### config.mk
export PLATFORM = sky130hd
export DESIGN_NAME = tt_tx_sched
export DESIGN_NICKNAME = d
export VERILOG_FILES = /design/src/rtl/tt_sched_pkg.sv /design/src/rtl/tt_mb_match.sv /design/src/rtl/tt_prio_pick.sv /design/src/rtl/tt_merge_track.sv /design/src/rtl/tt_tx_sched.sv
export SDC_FILE = /design/constraint.sdc
export NUM_CORES = 1
export LEC_CHECK = 0
export ABC_CLOCK_PERIOD_IN_PS = 2650
export CORE_MARGIN = 3
export CORE_UTILIZATION = 32
export CTS_BUF_LIST = sky130_fd_sc_hd__clkbuf_4 sky130_fd_sc_hd__clkbuf_8
export CTS_CLUSTER_DIAMETER = 30
export DETAILED_ROUTE_END_ITERATION = 16
export GPL_TIMING_DRIVEN = 0
export PLACE_DENSITY = 0.77
export SYNTH_ARGS = -nofsm -noshare
export SYNTH_HDL_FRONTEND = slang
export SYNTH_SLANG_ARGS = --single-unit
### constraint.sdc
create_clock -name clk_i -period 2.65 [get_ports clk_i]
set_input_delay 0.795 -clock clk_i [delete_from_list [all_inputs] [get_ports clk_i]]
set_output_delay 0.795 -clock clk_i [all_outputs]
set_load 0.01 [all_outputs]
### src/rtl/tt_sched_pkg.sv
package tt_sched_pkg;
  localparam int WORD_W  = 16;
  localparam int OFF_LSB = 8;
  localparam int OFF_W   = 6;
  localparam int REP_W   = 3;
  localparam int WIN_LSB = 14;
  localparam int CFG_W   = 3;

  typedef enum logic [1:0] {
    WIN_EXCL   = 2'b00,
    WIN_ARB    = 2'b01,
    WIN_MOPEN  = 2'b10,
    WIN_MCLOSE = 2'b11
  } win_e;
endpackage

### src/rtl/tt_mb_match.sv
module tt_mb_match
  import tt_sched_pkg::*;
#(
  parameter int TIME_W = 16
) (
  input  logic [TIME_W-1:0] trig_time_i,
  input  logic [WORD_W-1:0] trig_ctrl_i,
  input  logic [TIME_W-1:0] cyc_time_i,
  input  logic [OFF_W-1:0]  cyc_idx_i,
  input  logic              new_time_i,
  input  logic              sched_en_i,
  input  logic [CFG_W-1:0]  cfg_i,
  input  logic              pend_i,
  output logic              hit_o,
  output logic [1:0]        win_o
);
  logic [OFF_W-1:0] off;
  logic [REP_W-1:0] rep;
  logic [OFF_W-1:0] low_mask;
  logic             off_ok;

  assign off      = trig_ctrl_i[OFF_LSB +: OFF_W];
  assign rep      = trig_ctrl_i[REP_W-1:0];
  assign win_o    = trig_ctrl_i[WIN_LSB +: 2];
  // period 2^rep: compare only the low rep bits
  assign low_mask = OFF_W'((32'd1 << rep) - 32'd1);
  assign off_ok   = ((cyc_idx_i ^ off) & low_mask) == '0;

  assign hit_o = sched_en_i && new_time_i && pend_i && (cfg_i == '0)
              && (trig_time_i == cyc_time_i) && off_ok;
endmodule

### src/rtl/tt_prio_pick.sv
module tt_prio_pick #(
  parameter int N = 7,
  localparam int IDX_W = (N > 1) ? $clog2(N) : 1
) (
  input  logic [N-1:0]     req_i,
  output logic             any_o,
  output logic [IDX_W-1:0] idx_o,
  output logic [N-1:0]     gnt_o
);
  always_comb begin
    idx_o = '0;
    gnt_o = '0;
    for (int k = N - 1; k >= 0; k--) begin
      if (req_i[k]) begin
        idx_o = IDX_W'(k);
        gnt_o = N'(1) << k;
      end
    end
  end
  assign any_o = |req_i;

  p_onehot_gnt_r7: assert final ($onehot0(gnt_o));
  p_gnt_is_lowest_r7: assert final (gnt_o == (req_i & (~req_i + N'(1))));
endmodule

### src/rtl/tt_merge_track.sv
module tt_merge_track
  import tt_sched_pkg::*;
(
  input  logic       clk_i,
  input  logic       rst_ni,
  input  logic       fire_i,
  input  logic [1:0] win_i,
  output logic       in_merged_o,
  output logic       err_o
);
  logic in_q, err_q;

  always_ff @(posedge clk_i or negedge rst_ni) begin
    if (!rst_ni) begin
      in_q  <= 1'b0;
      err_q <= 1'b0;
    end else begin
      err_q <= fire_i && (win_i == WIN_MCLOSE) && !in_q;
      if (fire_i && win_i == WIN_MOPEN)       in_q <= 1'b1;
      else if (fire_i && win_i == WIN_MCLOSE) in_q <= 1'b0;
    end
  end

  assign in_merged_o = in_q;
  assign err_o       = err_q;

  p_err_no_window_r11: assert property (@(posedge clk_i) disable iff (!rst_ni)
    err_q |-> (!in_q && !$past(in_q)));
  p_excl_arb_hold_r10: assert property (@(posedge clk_i) disable iff (!rst_ni)
    (fire_i && !win_i[1]) |=> $stable(in_q));
endmodule

### src/rtl/tt_tx_sched.sv
module tt_tx_sched
  import tt_sched_pkg::*;
#(
  parameter int NUM_MB = 7,
  parameter int TIME_W = 16,
  parameter int CMAX_W = 3,
  localparam int IDX_W = (NUM_MB > 1) ? $clog2(NUM_MB) : 1
) (
  input  logic                       clk_i,
  input  logic                       rst_ni,
  input  logic [TIME_W-1:0]          cyc_time_i,
  input  logic [OFF_W-1:0]           basic_cyc_i,
  input  logic [CMAX_W-1:0]          cyc_max_i,
  input  logic                       timer_run_i,
  input  logic [NUM_MB*TIME_W-1:0]   trig_time_i,
  input  logic [NUM_MB*WORD_W-1:0]   trig_ctrl_i,
  input  logic [NUM_MB*CFG_W-1:0]    mb_cfg_i,
  input  logic [NUM_MB-1:0]          pend_set_i,
  input  logic [NUM_MB-1:0]          cancel_i,
  output logic [NUM_MB-1:0]          pend_o,
  output logic                       tx_req_o,
  output logic [IDX_W-1:0]           tx_idx_o,
  output logic [1:0]                 win_o,
  output logic                       in_merged_o,
  output logic                       merge_err_o
);
  logic [TIME_W-1:0]           prev_time_q;
  logic                        prev_vld_q;
  logic                        new_time, sched_en;
  logic [OFF_W-1:0]            cyc_mask, cyc_idx;
  logic [NUM_MB-1:0]           pend_q, hit, gnt;
  logic [NUM_MB-1:0][1:0]      win_vec;
  logic                        any_hit;
  logic [IDX_W-1:0]            pick_idx;
  logic [1:0]                  pick_win;
  logic                        req_q;
  logic [IDX_W-1:0]            idx_q;
  logic [1:0]                  win_q;

  assign new_time = !prev_vld_q || (cyc_time_i != prev_time_q);
  assign sched_en = (cyc_max_i != '1) && timer_run_i;
  assign cyc_mask = OFF_W'((32'd1 << ({{(32-CMAX_W){1'b0}}, cyc_max_i} + 32'd1)) - 32'd1);
  assign cyc_idx  = basic_cyc_i & cyc_mask;

  for (genvar k = 0; k < NUM_MB; k++) begin : g_mb
    tt_mb_match #(.TIME_W(TIME_W)) u_match (
      .trig_time_i (trig_time_i[k*TIME_W +: TIME_W]),
      .trig_ctrl_i (trig_ctrl_i[k*WORD_W +: WORD_W]),
      .cyc_time_i  (cyc_time_i),
      .cyc_idx_i   (cyc_idx),
      .new_time_i  (new_time),
      .sched_en_i  (sched_en),
      .cfg_i       (mb_cfg_i[k*CFG_W +: CFG_W]),
      .pend_i      (pend_q[k]),
      .hit_o       (hit[k]),
      .win_o       (win_vec[k])
    );
  end

  tt_prio_pick #(.N(NUM_MB)) u_pick (
    .req_i (hit),
    .any_o (any_hit),
    .idx_o (pick_idx),
    .gnt_o (gnt)
  );

  always_comb begin
    pick_win = WIN_EXCL;
    for (int k = 0; k < NUM_MB; k++) if (gnt[k]) pick_win = win_vec[k];
  end

  always_ff @(posedge clk_i or negedge rst_ni) begin
    if (!rst_ni) begin
      prev_time_q <= '0;
      prev_vld_q  <= 1'b0;
      pend_q      <= '0;
      req_q       <= 1'b0;
      idx_q       <= '0;
      win_q       <= WIN_EXCL;
    end else begin
      prev_time_q <= cyc_time_i;
      prev_vld_q  <= 1'b1;
      // periodic mailboxes: a send never clears pending
      pend_q      <= (pend_q | pend_set_i) & ~cancel_i;
      req_q       <= any_hit;
      if (any_hit) begin
        idx_q <= pick_idx;
        win_q <= pick_win;
      end
    end
  end

  tt_merge_track u_merge (
    .clk_i       (clk_i),
    .rst_ni      (rst_ni),
    .fire_i      (any_hit),
    .win_i       (pick_win),
    .in_merged_o (in_merged_o),
    .err_o       (merge_err_o)
  );

  assign pend_o   = pend_q;
  assign tx_req_o = req_q;
  assign tx_idx_o = idx_q;
  assign win_o    = win_q;

  p_disabled_r3: assert property (@(posedge clk_i) disable iff (!rst_ni)
    (cyc_max_i == '1 || !timer_run_i) |=> !tx_req_o);
  p_stall_once_r8: assert property (@(posedge clk_i) disable iff (!rst_ni)
    (tx_req_o && cyc_time_i == prev_time_q) |=> !tx_req_o);
  p_cancel_wins_r6: assert property (@(posedge clk_i) disable iff (!rst_ni)
    (cancel_i != '0) |=> ((pend_q & $past(cancel_i)) == '0));
  p_send_keeps_pend_r5: assert property (@(posedge clk_i) disable iff (!rst_ni)
    (any_hit && !cancel_i[pick_idx]) |=> pend_q[tx_idx_o]);
endmodule

==> results of run 1 <==
-- power by group --
group	internal [mW]	switching (mW)	total [mW]
clock network	0.189	0.178	0.367
registers	0.509	0.0123	0.521
logic	0.601	0.428	1.03
-- state kept, by name, indices dropped and copies added (netlist names) --
name and count:
pend_o 7, prev_time_q 16, prev_vld_q 1, tx_idx_o 3, tx_req_o 1, u_merge.err_o 1, u_merge.in_merged_o 1, win_o 2
-- logic make-up (layout without fill, tap and decap cells) --
kind of cell | count (synthesis) | in the layout | share of synthesized area
compound gates | 85 | 85 | 0.163
buf+inv | 41 | 339 | 0.0531
mux | 6 | 6 | 0.0166
xor+xnor | 150 | 150 | 0.328
other cells | 1 | 1 | 0.000936
fa+ha+maj | 3 | 3 | 0.00906
flops | 32 | 32 | 0.200
simple gates | 163 | 163 | 0.230
-- per-stage QoR --
stage	TNS, ns	std cells	hold WS [ns]
4_1_cts	-8.65	936	0.474
2_1_floorplan	-9.17	481	0.478
3_5_place_dp	-19.91	915	0.468
5_1_grt	-9.32	947	0.501
6_report	-8.68	947	0.469
3_3_place_gp	-19.69	915	0.455
-- metal layers --
| metal | global-route usage | vias to the layer above | wire [microns] |
|---|---|---|---|
| li1 | - | 2318 | - |
| met1 | 0.295 | 2338 | 7600 |
| met2 | 0.465 | 212 | 9420 |
| met3 | 0.0524 | 36 | 1140 |
| met4 | 0.0711 | 0 | 469 |
| met5 | 0 | - | 0 |
-- layout make-up --
class,instances,area [sq um],share of cell area
tap,168,210,0.0280
clock buffer,6,76.3,0.0102
clock inverter,1,5.00,0.000667
buffer,27,169,0.0225
timing repair buffer,292,2880,0.383
sequential,32,801,0.107
inverter,13,51.3,0.00684
multi-input combinational,408,3310,0.442
-- synth_stat cells, drive strengths merged (2+ instances only) --
cell type / instances
nor3b: 5
nand2: 19
a31oi: 5
mux2i: 4
nor2: 39
a21oi: 4
nor2b: 7
o21ai: 21
o21a: 3
nand3: 6
a211o: 4
mux2: 2
or4b: 4
or3b: 2
a2bb2oi: 2
and3: 2
nand4: 9
inv: 13
xor2: 102
ha: 2
o22ai: 4
or2: 2
nand2b: 4
dfrtp: 32
a2111oi: 5
a211oi: 2
xnor2: 48
nor4: 23
buf: 27
a221oi: 2
and4: 2
o2111a: 4
nor3: 11
a21o: 2
a2111o: 2
and2: 7
or3: 9
nor4b: 5
o211ai: 3
nand4b: 2
a221o: 2
o2111ai: 15
-- path summary, 6_finish.rpt --
path / to / slack (ns)
worst max-delay path: u_merge.in_merged_o / -1.21
worst min register to register: u_merge.err_o / 0.47
worst min-delay path: u_merge.err_o / 0.47
min in group asynchronous: prev_time_q[13] / 0.58
max in group asynchronous: tx_idx_o[2] / 1.58
worst max register to register: u_merge.in_merged_o / -0.49
-- repair_timing --
action / CTS / global route
pin swaps: 26 / 18
endpoints found under the hold margin: 0 / 0
buffers inserted: 15 / 11
endpoints found under the setup margin: 8 / 8
gates resized for setup: 51 / 22
==> results.md, run 1 <==
* Status: complete, but fails checks
* Failing checks: negative setup slack
* Routed vias/inst at 5.18
* DRC at 0
* Clock-pin slew on the worst setup and hold paths at 0.07 ns
* TritonRoute pass-1 iters at 6
* Leading area contributor after synthesis: xor2_1
* Largest net degree at the start of global routing at 33
* Aggregate global routing overflow at 0
* Peak supply drop at 0.260 mV
* Clk sinks at 32
* Worst Clk Skew at 0.00635 ns
* Row cnt at 40
* CP delay by family, top: compound AO/OA/AOI/OAI gates
* Min Tclk post-route at 3.86 ns
* Synth top area cells: xor2_1, dfrtp_1, xnor2_1
* Number of buffers and inverters on the critical path at 4
* # IOs at 302
* Initial core utilization at 0.331
* Post-synthesis register bit count at 32
* First-pass GRT wire length at 28,100 microns
* CTS tree: done
* Routed len/inst at 19.7 microns
* Crit path cell chain: buf_8 > and2_4 > ha_4 > and4bb_4 > inv_4 > ha_4 > and2_4 > buf_4 > a211o_1 > buf_6 > a211o_4 > a2111oi_4 > a221oi_2 > a2111o_1 > o2111a_1 > a21o_1
* Final worst slack at -1.21 ns
* Worst reg2reg path depth at 8
* TritonCTS buffer count at 5
* Initial antenna violation count at 0
* Post-synth EDFFs at 0
* Crit-path slowest cell: a2111o_1
* Util after Layout at 0.619
* Final setup vio count at 8
* Most frequent cells in the layout: clkdlybuf4s50_1, xor2_1, xnor2_1
* Placement-stage cell area at 6960 sq um
* Max Freq at 259 MHz
* Worst slew margin at 0.497
* Crit path depth at 16
* Worst-Skew Late Latency at 0.28 ns
* Die Area at 13,900 sq um
* Critical Path RT at 2.82 ns
* Final period util at 1.46
* Max Cap Violations at 0
* Final-report hold violation count at 0
* Routability cong. at 0.900
* CTS Hold Bufs at 0
* Core box area at 12,100 sq um
* Largest fanout on the critical path at 8
* Pwr Density at 256 nW/um^2
* # H-tree levels at 2
* Die H at 118 microns
* Number of buffers added on ports at 266
* Hold_sp: u_merge.in_merged_o
* Vias at 4,904
* Clock tree root driver cell: clkbuf_8
* Design area at 7500 sq um
* Max incr delay on CP at 0.38 ns
* Post-DRT Antenna Nets at 0
* Critical R2R Launch: pend_o[0]
* Critical Path AT at 4.03 ns
* Mean Syn Cell Area at 8.33 sq um
* Post-placement setup slack at -2.66 ns
* Crit Path Class: input pin to register
* Syn Inst Count at 481
* Leakage at 2.94 nW
* Register area share after synthesis at 0.200
* Number of global-route vias before repair at 5,287
* Syn Nets at 770
* Worst hold path stage count at 1
* Max-slew violation count at 0
* Max clock buf depth at 2
* Least-Margin Pin Slew at 0.754 ns
* CP Launch Type: input pin
* Ant. Diodes at 0
* CP endpoint kind: register
* Final WL at 18,600 microns
* Post-synth top flop: dfrtp_1
* HPWL reported at the end of detailed placement at 15,200 microns
* Gr usage total at 0.253
* Yosys top cell area share at 0.223
* Die Wd at 118 microns
* Fillers at 1,064
* Async S/R FF share, synth at 1.00
* Commonest non-fill, non-tap cell in the layout: clkdlybuf4s50_1
* Hold Path Class: register to register
* Post-Syn Area at 4010 sq um
* Layout cells sized above 1 at 0.154
* Ys Warns at 0
* Area growth syn-to-layout at 87.2%
* DR iter-0 viols at 283
* Setup crit start: cyc_max_i[0]
* RSZ-0062 raised after global routing: yes
* Unique masters post-synth at 63
* Final nets at 1,068
* Tot Pwr at 1.92 mW
(Power assumes the default switching activity.)
==> run 2, diff against run 1 <==
--- a/config.mk
+++ b/config.mk
@@ -13,6 +13,7 @@
 export DETAILED_ROUTE_END_ITERATION = 16
 export GPL_TIMING_DRIVEN = 0
 export PLACE_DENSITY = 0.77
+export SLEW_MARGIN = 5
 export SYNTH_ARGS = -nofsm -noshare
 export SYNTH_HDL_FRONTEND = slang
 export SYNTH_SLANG_ARGS = --single-unit
==> results of run 2 <==
Same layout as run 1: the final DEF is identical, and so are final timing and power.
